### src/rtl/i2cq_pkg.sv
package i2cq_pkg;
  localparam int OWN_B   = 15;
  localparam int WRAP_B  = 13;
  localparam int LAST_B  = 11;
  localparam int START_B = 10;

  localparam logic [15:0] E_COL = 16'h0001;
  localparam logic [15:0] E_UND = 16'h0002;
  localparam logic [15:0] E_NAK = 16'h0004;
  localparam logic [15:0] E_OVR = 16'h0002;

  typedef enum logic [1:0] {
    OP_START = 2'd0,
    OP_WRITE = 2'd1,
    OP_READ  = 2'd2,
    OP_STOP  = 2'd3
  } sh_op_e;

  // usable receive length after the hard cap
  function automatic logic [15:0] rx_cap(input logic [15:0] len, input logic [15:0] maxlen);
    return (len > maxlen) ? maxlen : len;
  endfunction

  // completed status word: ownership returned, old error field replaced
  function automatic logic [15:0] close_word(input logic [15:0] st, input logic [15:0] err);
    return (st & ~16'h8007) | err;
  endfunction
endpackage

### src/rtl/i2cq_ring.sv
module i2cq_ring #(
  parameter int DEPTH = 4,
  localparam int IW = $clog2(DEPTH)
) (
  input  logic          clk,
  input  logic          rst_n,
  input  logic          restart,
  input  logic          advance,
  input  logic          wrap_req,
  output logic [IW-1:0] idx
);
  always_ff @(posedge clk) begin
    if (!rst_n)       idx <= '0;
    else if (restart) idx <= '0;
    else if (advance) idx <= (wrap_req || idx == IW'(DEPTH - 1)) ? '0 : idx + 1'b1;
  end


  wrap_chk: assert property (@(posedge clk) disable iff (!rst_n)
    (advance && !restart && wrap_req) |=> idx == '0);
endmodule

### src/rtl/i2cq_rxgate.sv
module i2cq_rxgate
  import i2cq_pkg::*;
#(
  parameter int MAXLEN = 128
) (
  input  logic        clk,
  input  logic        rst_n,
  input  logic        load,
  input  logic        load_empty,
  input  logic [15:0] load_len,
  input  logic        take,
  output logic        accept,
  output logic        ovr,
  output logic [15:0] rcnt
);
  logic [15:0] lim;
  logic        en;

  assign accept = en && (rcnt < lim);

  always_ff @(posedge clk) begin
    if (!rst_n) begin
      rcnt <= '0; lim <= '0; en <= 1'b0; ovr <= 1'b0;
    end else if (load) begin
      rcnt <= '0;
      lim  <= rx_cap(load_len, 16'(MAXLEN));
      en   <= load_empty;
      ovr  <= 1'b0;
    end else if (take) begin
      if (accept) rcnt <= rcnt + 16'd1;
      else        ovr  <= 1'b1;
    end
  end


  rx_bound_chk: assert property (@(posedge clk) disable iff (!rst_n) rcnt <= lim);

  rx_ovr_chk: assert property (@(posedge clk) disable iff (!rst_n)
    (take && !load && !accept) |=> ovr);
endmodule

### src/rtl/i2cq_engine.sv
module i2cq_engine
  import i2cq_pkg::*;
#(
  parameter int AW      = 9,
  parameter int TX_BASE = 0,
  parameter int RX_BASE = 16,
  parameter int RING    = 4,
  parameter int RX_MAX  = 128
) (
  input  logic          clk,
  input  logic          rst_n,
  input  logic          reg_we,
  input  logic          reg_sel,
  input  logic [7:0]    reg_wdata,
  output logic          busy,
  output logic [AW-1:0] mem_addr,
  output logic          mem_we,
  output logic [15:0]   mem_wdata,
  input  logic [15:0]   mem_rdata,
  output logic          sh_valid,
  output logic [1:0]    sh_op,
  output logic [7:0]    sh_wdata,
  output logic          sh_rd_last,
  input  logic          sh_done,
  input  logic          sh_nak,
  input  logic          sh_col,
  input  logic [7:0]    sh_rdata
);
  localparam int IW = $clog2(RING);

  typedef enum logic [4:0] {
    S_IDLE, S_TS, S_TL, S_TP, S_CHK, S_STW, S_BRD, S_BGO, S_BW,
    S_RS, S_RL, S_RP, S_RQ, S_SPW, S_CLT, S_CLR, S_ADV
  } st_e;

  st_e st;
  logic          mode_en, rd_mode, cur_rd, rx_used;
  logic [15:0]   tst, tlen, cnt, errs, rst_r, rlen;
  logic [AW-1:0] tptr, rptr, tdesc, rdesc;
  logic [IW-1:0] tidx, ridx;
  logic          rx_accept, rx_ovr;
  logic [15:0]   rcnt;

  // named events for assertions and sub-blocks
  logic go_fire, byte_done, nak_evt, col_evt, rx_take, need_rx, last_byte, tx_close_wr, halt_evt;
  logic unused_bits;

  assign unused_bits = ^reg_wdata[6:1];
  assign busy        = (st != S_IDLE);
  assign go_fire     = reg_we && reg_sel && reg_wdata[7] && mode_en && (st == S_IDLE);
  assign byte_done   = (st == S_BW) && sh_done;
  assign col_evt     = byte_done && sh_col;
  assign nak_evt     = byte_done && !sh_col && !cur_rd && sh_nak;
  assign rx_take     = byte_done && !sh_col && cur_rd;
  assign last_byte   = (cnt + 16'd1) == tlen;
  assign need_rx     = rd_mode && (cnt == 16'd0) && (tlen > 16'd1);
  assign tx_close_wr = (st == S_CLT);
  assign halt_evt    = (st == S_ADV) && (errs != 16'd0);
  assign tdesc       = AW'(TX_BASE) + (AW'(tidx) << 2);
  assign rdesc       = AW'(RX_BASE) + (AW'(ridx) << 2);

  i2cq_ring #(.DEPTH(RING)) u_txring (
    .clk(clk), .rst_n(rst_n), .restart(go_fire), .advance(st == S_ADV),
    .wrap_req(tst[WRAP_B]), .idx(tidx));

  i2cq_ring #(.DEPTH(RING)) u_rxring (
    .clk(clk), .rst_n(rst_n), .restart(go_fire), .advance((st == S_ADV) && rx_used),
    .wrap_req(rst_r[WRAP_B]), .idx(ridx));

  i2cq_rxgate #(.MAXLEN(RX_MAX)) u_rxgate (
    .clk(clk), .rst_n(rst_n), .load(st == S_RQ), .load_empty(rst_r[OWN_B]),
    .load_len(rlen), .take(rx_take), .accept(rx_accept), .ovr(rx_ovr), .rcnt(rcnt));

  always_comb begin
    mem_addr   = tdesc;
    mem_we     = 1'b0;
    mem_wdata  = 16'h0;
    sh_valid   = 1'b0;
    sh_op      = OP_WRITE;
    sh_wdata   = 8'h0;
    sh_rd_last = 1'b0;
    case (st)
      S_TL:  mem_addr = tdesc + AW'(1);
      S_TP:  mem_addr = tdesc + AW'(2);
      S_CHK: if (tst[OWN_B] && tlen != 16'd0 && tst[START_B]) begin
               sh_valid = 1'b1; sh_op = OP_START;
             end
      S_BRD: mem_addr = tptr + AW'(cnt);
      S_BGO: begin
               sh_valid   = 1'b1;
               sh_op      = (rd_mode && cnt != 16'd0) ? OP_READ : OP_WRITE;
               sh_wdata   = mem_rdata[7:0];
               sh_rd_last = last_byte;
             end
      S_RS:  mem_addr = rdesc;
      S_RL:  mem_addr = rdesc + AW'(1);
      S_RP:  mem_addr = rdesc + AW'(2);
      S_BW:  begin
               if (rx_take && rx_accept) begin
                 mem_we    = 1'b1;
                 mem_addr  = rptr + AW'(rcnt);
                 mem_wdata = {8'h00, sh_rdata};
               end
               if (nak_evt || (byte_done && !sh_col && !need_rx && last_byte && tst[LAST_B])) begin
                 sh_valid = 1'b1; sh_op = OP_STOP;
               end
             end
      S_CLT: begin mem_we = 1'b1; mem_wdata = close_word(tst, errs); end
      S_CLR: begin
               mem_we = 1'b1; mem_addr = rdesc;
               mem_wdata = close_word(rst_r, rx_ovr ? E_OVR : 16'h0);
             end
      default: ;
    endcase
  end

  always_ff @(posedge clk) begin
    if (!rst_n) begin
      st <= S_IDLE; mode_en <= 1'b0; rd_mode <= 1'b0; cur_rd <= 1'b0; rx_used <= 1'b0;
      tst <= '0; tlen <= '0; cnt <= '0; errs <= '0; rst_r <= '0; rlen <= '0;
      tptr <= '0; rptr <= '0;
    end else begin
      if (reg_we && !reg_sel) mode_en <= reg_wdata[0];
      case (st)
        S_IDLE: if (go_fire) st <= S_TS;
        S_TS:   st <= mode_en ? S_TL : S_IDLE;
        S_TL:   begin tst <= mem_rdata; st <= S_TP; end
        S_TP:   begin tlen <= mem_rdata; st <= S_CHK; end
        S_CHK:  begin
                  tptr <= mem_rdata[AW-1:0]; cnt <= '0; errs <= '0;
                  rd_mode <= 1'b0; rx_used <= 1'b0;
                  if (!tst[OWN_B])          st <= S_IDLE;
                  else if (tlen == 16'd0)   begin errs <= E_UND; st <= S_CLT; end
                  else if (tst[START_B])    st <= S_STW;
                  else                      st <= S_BRD;
                end
        S_STW:  if (sh_done) begin
                  if (sh_col) begin errs <= E_COL; st <= S_CLT; end
                  else st <= S_BRD;
                end
        S_BRD:  st <= S_BGO;
        S_BGO:  begin
                  cur_rd <= rd_mode && (cnt != 16'd0);
                  if (cnt == 16'd0 && tst[START_B]) rd_mode <= mem_rdata[0];
                  st <= S_BW;
                end
        S_BW:   if (sh_done) begin
                  if (col_evt)      begin errs <= E_COL; st <= S_CLT; end
                  else if (nak_evt) begin errs <= E_NAK; st <= S_SPW; end
                  else begin
                    cnt <= cnt + 16'd1;
                    if (need_rx)        st <= S_RS;
                    else if (last_byte) st <= tst[LAST_B] ? S_SPW : S_CLT;
                    else                st <= S_BRD;
                  end
                end
        S_RS:   st <= S_RL;
        S_RL:   begin rst_r <= mem_rdata; st <= S_RP; end
        S_RP:   begin rlen <= mem_rdata; st <= S_RQ; end
        S_RQ:   begin rptr <= mem_rdata[AW-1:0]; rx_used <= 1'b1; st <= S_BRD; end
        S_SPW:  if (sh_done) st <= S_CLT;
        S_CLT:  st <= rx_used ? S_CLR : S_ADV;
        S_CLR:  st <= S_ADV;
        S_ADV:  st <= (errs != 16'd0) ? S_IDLE : S_TS;
        default: st <= S_IDLE;
      endcase
    end
  end


  go_busy_chk: assert property (@(posedge clk) disable iff (!rst_n) go_fire |=> busy);

  start_flag_chk: assert property (@(posedge clk) disable iff (!rst_n)
    (sh_valid && sh_op == 2'(OP_START)) |-> tst[START_B]);

  nak_stop_chk: assert property (@(posedge clk) disable iff (!rst_n) nak_evt |=> st == S_SPW);

  halt_chk: assert property (@(posedge clk) disable iff (!rst_n) halt_evt |=> !busy);

  close_after_stop_chk: assert property (@(posedge clk) disable iff (!rst_n)
    (st == S_SPW && sh_done) |=> tx_close_wr);
endmodule

### config.mk
export PLATFORM = sky130hd
export DESIGN_NAME = i2cq_engine
export DESIGN_NICKNAME = d
export VERILOG_FILES = /design/src/rtl/i2cq_pkg.sv /design/src/rtl/i2cq_ring.sv /design/src/rtl/i2cq_rxgate.sv /design/src/rtl/i2cq_engine.sv
export SDC_FILE = /design/constraint.sdc
export NUM_CORES = 1
export LEC_CHECK = 0
export BUFFER_PORTS_ARGS = -buffer_cell sky130_fd_sc_hd__buf_2
export CAP_MARGIN = 40
export CORE_UTILIZATION = 54
export DETAILED_ROUTE_END_ITERATION = 6
export PLACE_DENSITY = 0.79
export SLEW_MARGIN = 30
export SYNTH_ARGS = -nofsm -noshare
export SYNTH_HDL_FRONTEND = slang
export SYNTH_SLANG_ARGS = --single-unit
### constraint.sdc
create_clock -name clk -period 2.5 [get_ports clk]
set_input_delay 0.375 -clock clk [delete_from_list [all_inputs] [get_ports clk]]
set_output_delay 0.375 -clock clk [all_outputs]
set_load 0.02 [all_outputs]
==> results of run 1 <==
==> worst register-to-register path: stages (launching register included) <==
cell	delay, ns
dfxtp_4	0.39
ha_4	0.20
a21o_1	0.17
a211o_1	0.29
a211oi_4	0.22
buf_6	0.16
buf_12	0.11
o211ai_4	0.10
buf_6	0.17
buf_8	0.13
buf_16	0.13
or4_4	0.42
a21oi_2	0.14
==> power groups by stage <==
stage	combinational (uW)	sequential [uW]	clock, uW
2_1_floorplan	549	2410	0
3_5_place_dp	888	2420	0
4_1_cts	914	2370	2580
6_report	959	2370	2560
3_3_place_gp	864	2420	0
5_1_grt	1040	2380	2670
==> flip-flops by register name, indices dropped and copies added (netlist names), 9 cells and up <==
signal         count
u_rxgate.rcnt     16
rst_r             13
u_rxgate.lim      16
tlen              16
rlen              16
tst               13
tptr               9
cnt               16
rptr               9
==> cell usage after synthesis (all sizes together) (3+ instances only) <==
library cell | instances | share of area (%)
a21oi | 139 | 8.6
or3 | 21 | 1.6
a21o | 11 | 1.0
o22ai | 8 | 0.62
nand2b | 8 | 0.62
nor3b | 5 | 0.60
nand2 | 214 | 9.9
nand4 | 12 | 1.1
clkbuf | 47 | 2.2
xor2 | 12 | 1.3
a211oi | 8 | 0.80
mux2i | 5 | 0.62
o21bai | 5 | 0.46
a2111oi | 4 | 0.43
o2111ai | 3 | 0.32
nand3b | 9 | 0.83
or2 | 4 | 0.31
ha | 36 | 5.6
nand3 | 32 | 2.1
a31oi | 6 | 0.46
nand4b | 3 | 0.32
and4 | 5 | 0.54
buf | 14 | 0.87
nor4b | 4 | 0.43
xnor2 | 19 | 2.1
and2 | 17 | 1.3
nor3 | 23 | 1.5
o211ai | 5 | 0.53
dfxtp | 142 | 35
nor4 | 18 | 1.8
a41oi | 3 | 0.32
inv | 43 | 2.0
o21ai | 60 | 3.7
a22oi | 7 | 0.65
o31ai | 5 | 0.46
nor2b | 11 | 0.85
nor2 | 69 | 3.2
or4 | 3 | 0.28
and3 | 13 | 1.0
a22o | 8 | 0.87
==> cells in the final DEF, fill, tap and decap left out, types with 6 or more instances in the layout <==
master / instances
dfxtp_2: 10
buf_4: 122
a22o_1: 8
a21oi_2: 11
nand4_1: 11
o21ai_0: 46
dfxtp_1: 130
nor2b_1: 10
nand3_1: 28
a22oi_1: 7
nor3_2: 7
buf_6: 31
ha_4: 6
and2_1: 17
ha_1: 29
xnor2_1: 17
nand3b_1: 9
or3_4: 7
nand2b_1: 7
or3_1: 14
o21ai_4: 10
buf_2: 49
nand2_1: 212
and3_1: 13
inv_1: 39
nor2_1: 66
xor2_1: 11
clkbuf_16: 17
a21o_1: 11
nor3_1: 16
a21oi_1: 127
nor4_1: 10
==> final cells by class <==
cell class / instances / area [um2] / share of cell area, %
Clock inverter: 15 / 175 / 1.58
Multi-Input combinational cell: 836 / 5530 / 49.9
Tap cell: 184 / 230 / 2.08
Clock buffer: 17 / 425 / 3.84
Sequential cell: 142 / 2860 / 25.9
Inverter: 43 / 161 / 1.46
Timing Repair Buffer: 211 / 1690 / 15.3
==> worst max path at each step <==
stage | startpoint | to | slack [ns] | depth (start not counted)
after floorplan | cnt[0]$_SDFFE_PN0P_ | sh_rd_last | -0.01 | 9
after global placement | cnt[0]$_SDFFE_PN0P_ | sh_rd_last | -0.26 | 8
after detailed placement | cnt[0]$_SDFFE_PN0P_ | sh_rd_last | -0.35 | 8
after CTS | cnt[1]$_SDFFE_PN0P_ | sh_rd_last | -0.66 | 10
after global routing | cnt[9]$_SDFFE_PN0P_ | sh_valid | -0.81 | 9
final | cnt[0]$_SDFFE_PN0P_ | sh_valid | -0.65 | 10
==> timing repair <==
item | in CTS | in global routing
setup buffers | 20 | 11
cloned | 3 | 0
resized for setup | 85 | 83
endpoints found under the setup margin | 43 | 55
endpoints found under the hold margin | 0 | 0
pin swaps | 41 | 38
==> per-stage QoR <==
step           power, uW  worst slack, ns  setup TNS [ns]
6_report            5890           -0.645          -11.94
5_1_grt             6090           -0.809          -14.36
4_1_cts             5860           -0.661          -10.52
3_5_place_dp        3310           -0.346           -1.56
3_3_place_gp        3290           -0.264           -1.17
2_1_floorplan       2960          -0.0123         -0.0145
==> per-layer routing <==
metal	vias up	global-route usage (%)	part of all wire, %
met5	-	0	0
met4	0	14.4	3.5
met3	84	6.79	8.4
met2	441	55.8	47
met1	4162	44.7	41
li1	4166	-	-
==> kinds of logic (layout without fill, tap and decap cells) <==
| family | count (synthesis) | after routing | synth area share [%] |
|---|---|---|---|
| compound gates | 288 | 288 | 21.1 |
| xor+xnor | 31 | 31 | 3.35 |
| fa+ha+maj | 38 | 38 | 6.06 |
| buf+inv | 104 | 286 | 5.04 |
| flops | 142 | 142 | 35.1 |
| mux | 5 | 5 | 0.618 |
| other cells | 1 | 1 | 0.0463 |
| simple gates | 473 | 473 | 28.6 |
==> results.txt, run 1 <==
status: complete, but fails checks
failing checks: design-rule violations, negative setup slack
Worst path most repeated cell: nand4b_1
Min-Delay Endpoint: mode_en$_SDFFE_PN0P_
wirelength, routed: 27.2 mm
Final HPWL DP: 17.8 mm
worst reg2reg endpoint: u_rxgate.rcnt[14]$_SDFFE_PP0N_
final cycle utilization of the critical path: 126%
Post-synth EDFFs: 0
Tot GR Track Use: 34.5%
sequential power share: 40.3%
Seq/Total Area, Yosys: 35.1%
PD cells: 532 nW/um2
clk_skew: 0.0126 ns
Mapped Cells: 1082
DRT iter0 DRCs: 805
Worst path top cell family by delay: simple AND/OR/NAND/NOR gates
r2r startpoint: u_rxgate.rcnt[1]$_SDFFE_PP0N_
FF-to-FF setup slack: -0.18 ns
Die Width: 124 um
Slew headroom: 58.6%
crit path launch type: flip-flop
worst reg2reg path depth: 12
Comb power frac: 16.3%
Crit. End Element: output pin
Ys Warns: 0
core area: 14600 um2
crit path buf inv count: 2
crit-path max FO: 6
vias in the first global route: 8429
leakage: 0.00437 uW
DRC Markers: 2
Critical Path RT: 2.12 ns
ys flop type: dfxtp_1
Worst Path Arrival: 2.77 ns
vias: 8853
critical path's slowest cell: dfxtp_4
largest net degree at the start of global routing: 103
Hold Crit Depth: 3
placed insts: 1387
initial antenna violation count: 0
area delta synth->final: 36.8%
fin util: 75.9%
Tightest Hold Check Type: primary input to flip-flop
number of port buffers: 70
die span in y: 124 um
Rows: 44
syn nets: 1159
Vias/cell: 6.11
Antenna diodes: 0
DRT antenna net count: 0
Clk Latency, worst-skew pair: 0.43 ns
TritonCTS buffer count: 17
Area after DPL: 9510 um2
fillers: 983
grt ovf: 0
post-route minimum period: 3.15 ns
share of cells above drive strength 1: 29.0%
internal power: 4090 uW
Async SR Flop Fraction: 0%
Yosys reg bits: 142
synthesized area: 8090 um2
CTS tree: built
Post-Layout Inst Area: 11100 um2
hold_buf cts: 0
first-pass detailed-route iteration total: 7
critical-path cell list: ha_4, buf_4, nor2b_1, or3_4, a31oi_4, nand4b_1, nor4_4, nand4b_1, nand3_2, buf_6
Synth Area per Inst: 7.48 um2
peak supply drop: 0.508 mV
CTS Root Cell: clkbuf_16
Slew @ Worst Pin: 0.621 ns
final hold viol count: 0
switching share of power: 30.5%
fin nets: 1328
wire per inst: 18.8 um
RSZ-0062 raised after global routing: yes
starting density of the core: 55.5%
Clock transition at path regs: 0.06 ns
die area: 15500 um2
CTS Sinks: 142
Worst path max stage delay: 0.36 ns
first-pass GRT wire length: 42.7 mm
WS Path Type: flip-flop to output pin
io pins: 78
Distinct cells, synth: 68
Cell Count, Final, Fillers Out: 1448
Final Max Slew Viols: 0
Final Worst Setup Slack: -0.645 ns
hold_ws: 0.189 ns
Clock power frac: 43.4%
hold path startpoint: reg_wdata[0]
max-cap viol count: 0
FMAX: 0.318 GHz
Sw Pwr: 1800 uW
placer congestion estimate: 0.947
CTS Buffer Depth: 2
Final Setup Violations: 35
H-tree depth: 4
No activity file was read; power rests on OpenSTA's default activity.
==> inputs of run 2 (changes only) <==
--- a/config.mk
+++ b/config.mk
@@ -7,9 +7,9 @@
 export LEC_CHECK = 0
 export BUFFER_PORTS_ARGS = -buffer_cell sky130_fd_sc_hd__buf_2
 export CAP_MARGIN = 40
-export CORE_UTILIZATION = 54
+export CORE_UTILIZATION = 55
 export DETAILED_ROUTE_END_ITERATION = 6
-export PLACE_DENSITY = 0.79
+export PLACE_DENSITY = 0.77
 export SLEW_MARGIN = 30
 export SYNTH_ARGS = -nofsm -noshare
 export SYNTH_HDL_FRONTEND = slang
==> constraint.sdc (replaced) <==
create_clock -name clk -period 3.55 [get_ports clk]
set_input_delay 0.5325 -clock clk [delete_from_list [all_inputs] [get_ports clk]]
set_output_delay 0.5325 -clock clk [all_outputs]
set_load 0.02 [all_outputs]
==> run 2 against run 1 <==
  * Largest power group unchanged
  * The flow now finishes without violations
  * Critical path depth shrank 1
  * Final area fell by 15%
  * Via count decreased by 7.5%
  * Worst hold slack better by 0.19 ns
  * Sequential share of layout area rose by 4.4 points
  * Clock-buffer cell count grew 3
  * Non-clock buffer count decreased by 105
  * Wire length down 13%
  * Critical endpoint is now mem_addr[8]
  * Combinational power shrank 40%
  * Clock skew decreased by 0.0065 ns
  * Clock power fell by 24%
==> results.txt, run 2 (synthesis results as in run 1) <==
status: finished, final reports clean (was complete, but fails checks)
CTS Buffer Depth: 2 (unchanged)
FF-to-FF setup slack: 0.73 ns (was -0.18 ns)
Tot GR Track Use: 32.2% (was 34.5%)
max-cap viol count: 0 (unchanged)
r2r startpoint: u_rxgate.rcnt[13]$_SDFFE_PP0N_ (was u_rxgate.rcnt[1]$_SDFFE_PP0N_)
Area after DPL: 8640 um2 (was 9510 um2)
Slew @ Worst Pin: 0.824 ns (was 0.621 ns)
placer congestion estimate: 0.974 (was 0.947)
final hold viol count: 0 (unchanged)
CTS Root Cell: clkbuf_16 (unchanged)
Die Width: 123 um (was 124 um)
DRT antenna net count: 0 (unchanged)
Final Setup Violations: 0 (was 35)
leakage: 0.00368 uW (was 0.00437 uW)
Worst path max stage delay: 0.43 ns (was 0.36 ns)
total power: 4200 uW (was 5890 uW)
Post-Layout Inst Area: 9400 um2 (was 11100 um2)
commonest non-fill, non-tap cell in the layout: nand2_1 (unchanged)
Vias/cell: 6.11 (about the same)
RSZ-0062 raised after global routing: yes (unchanged)
wirelength, routed: 23.8 mm (was 27.2 mm)
H-tree depth: 4 (unchanged)
Antenna diodes: 0 (unchanged)
first-pass GRT wire length: 37.3 mm (was 42.7 mm)
hold_buf cts: 0 (unchanged)
hold_ws: 0.381 ns (was 0.189 ns)
largest net degree at the start of global routing: 60 (was 103)
CTS tree: built (unchanged)
critical-path cell list: ha_1, fa_1, a21o_1, a21oi_1, o21ai_0, o41ai_2, xnor2_1, o22ai_1, buf_4 (was ha_4, buf_4, nor2b_1, or3_4, a31oi_4, nand4b_1, nor4_4, nand4b_1, nand3_2, buf_6)
worst reg2reg path depth: 9 (was 12)
post-route minimum period: 3.45 ns
Critical Path RT: 3.02 ns (was 2.12 ns)
Slew headroom: 45.1% (was 58.6%)
area delta synth->final: 16.2% (was 36.8%)
initial antenna violation count: 0 (unchanged)
Crit. End Element: output pin (unchanged)
CTS Sinks: 142 (unchanged)
share of cells above drive strength 1: 14.4% (was 29.0%)
first-pass detailed-route iteration total: 5 (was 7)
fillers: 1211 (was 983)
critical path's slowest cell: fa_1 (was dfxtp_4)
Final HPWL DP: 16.6 mm (was 17.8 mm)
Final Max Slew Viols: 0 (unchanged)
fin nets: 1223 (was 1328)
io pins: 78 (unchanged)
starting density of the core: 57.4% (was 55.5%)
core area: 14100 um2 (was 14600 um2)
DRC Markers: 0 (was 2)
crit path from: u_rxgate.rcnt[0]$_SDFFE_PP0N_ (was cnt[0]$_SDFFE_PN0P_)
worst setup path end: mem_addr[8] (was sh_valid)
total negative slack: 0 ns (was -11.94 ns)
Rows: 43 (was 44)
Tightest Hold Check Type: primary input to flip-flop (unchanged)
clk_skew: 0.00613 ns (was 0.0126 ns)
vias in the first global route: 7224 (was 8429)
PD cells: 447 nW/um2 (was 532 nW/um2)
die span in y: 123 um (was 124 um)
crit-path max FO: 7 (was 6)
DP Worst Slack: 0.288 ns (was -0.346 ns)
Clock transition at path regs: 0.06 ns (about the same)
WS Path Type: flip-flop to output pin (unchanged)
vias: 8186 (was 8853)
DRT iter0 DRCs: 782 (was 805)
most frequent cells in the layout: nand2_1 (214), a21oi_1 (138), dfxtp_1 (137), nor2_1 (69), buf_2 (69) (was nand2_1 (212), dfxtp_1 (130), a21oi_1 (127), buf_4 (122), nor2_1 (66))
wire per inst: 17.8 um (was 18.8 um)
crit path launch type: flip-flop (unchanged)
worst reg2reg endpoint: u_rxgate.rcnt[14]$_SDFFE_PP0N_ (unchanged)
Clk Latency, worst-skew pair: 0.43 ns (about the same)
number of port buffers: 70 (unchanged)
FMAX: 0.290 GHz
die area: 15200 um2 (was 15500 um2)
final cycle utilization of the critical path: 97.1%
peak supply drop: 0.403 mV (was 0.508 mV)
TritonCTS buffer count: 17 (unchanged)
Worst Path Arrival: 2.92 ns (was 2.77 ns)
grt ovf: 0 (unchanged)
Final Worst Setup Slack: 0.101 ns (was -0.645 ns)
-- run 2: changes by cell type in the layout (fill, tap and decap cells not counted), sizes merged --
cell / previous run / this run
buf: 211 / 106
bufinv: 1 / 4
clkbuf: 17 / 20
clkinv: 4 / 5
clkinvlp: 2 / 1
inv: 51 / 45
-- run 2: report_power, final --
group / internal, uW / switching (uW)
clock network: 1220 / 732
registers: 1640 / 37.1
logic: 181 / 396
-- run 2: worst max-delay path: cells and delay by family (launching register included) --
kind / cells / cell delay, ns
AO/OA/AOI/OAI: 5 / 1.10
XOR/XNOR: 1 / 0.12
adder cells (fa/ha/maj): 2 / 0.68
buffers and inverters: 1 / 0.18
flip-flops: 1 / 0.40
-- run 2: layer usage --
layer  vias up  global-route usage (%)  share of wire (%)
li1       3934                       -                  -
met1      3815                    41.8                 43
met2       384                    52.6                 46
met3        53                    6.09                7.9
met4         0                    12.6                2.9
met5         -                       0                  0
-- run 2: worst min path at each step --
stage / start / end / cells past startpoint
2_1_floorplan: u_rxgate.lim[10]$_SDFFE_PN0P_ / u_rxgate.lim[10]$_SDFFE_PN0P_ / 2
3_3_place_gp: u_rxgate.lim[15]$_SDFFE_PN0P_ / u_rxgate.lim[15]$_SDFFE_PN0P_ / 2
3_5_place_dp: u_rxgate.lim[9]$_SDFFE_PN0P_ / u_rxgate.lim[9]$_SDFFE_PN0P_ / 2
4_1_cts: reg_wdata[0] / mode_en$_SDFFE_PN0P_ / 3
5_1_grt: reg_wdata[0] / mode_en$_SDFFE_PN0P_ / 3
6_report: reg_wdata[0] / mode_en$_SDFFE_PN0P_ / 3
-- run 2: per-stage QoR --
stage | cells | util (%)
after floorplan | 1082 | -
after global placement | 1300 | 61.3
after detailed placement | 1300 | 61.3
after CTS | 1337 | 66.3
after global routing | 1339 | 66.7
final | 1339 | 66.7
-- run 2: cell type report --
class | instances | area [um2] | area share, %
Clock inverter | 12 | 184 | 1.96
Tap cell | 180 | 225 | 2.40
Multi-Input combinational cell | 836 | 4900 | 52.1
Sequential cell | 142 | 2850 | 30.3
Clock buffer | 20 | 457 | 4.86
Inverter | 43 | 161 | 1.72
Timing Repair Buffer | 106 | 623 | 6.63
-- run 2: timing repair --
item                       CTS  global route
setup buffers                5             2
gates resized for setup      6            14
pin swaps                    3             2
setup endpoints to repair    4            12
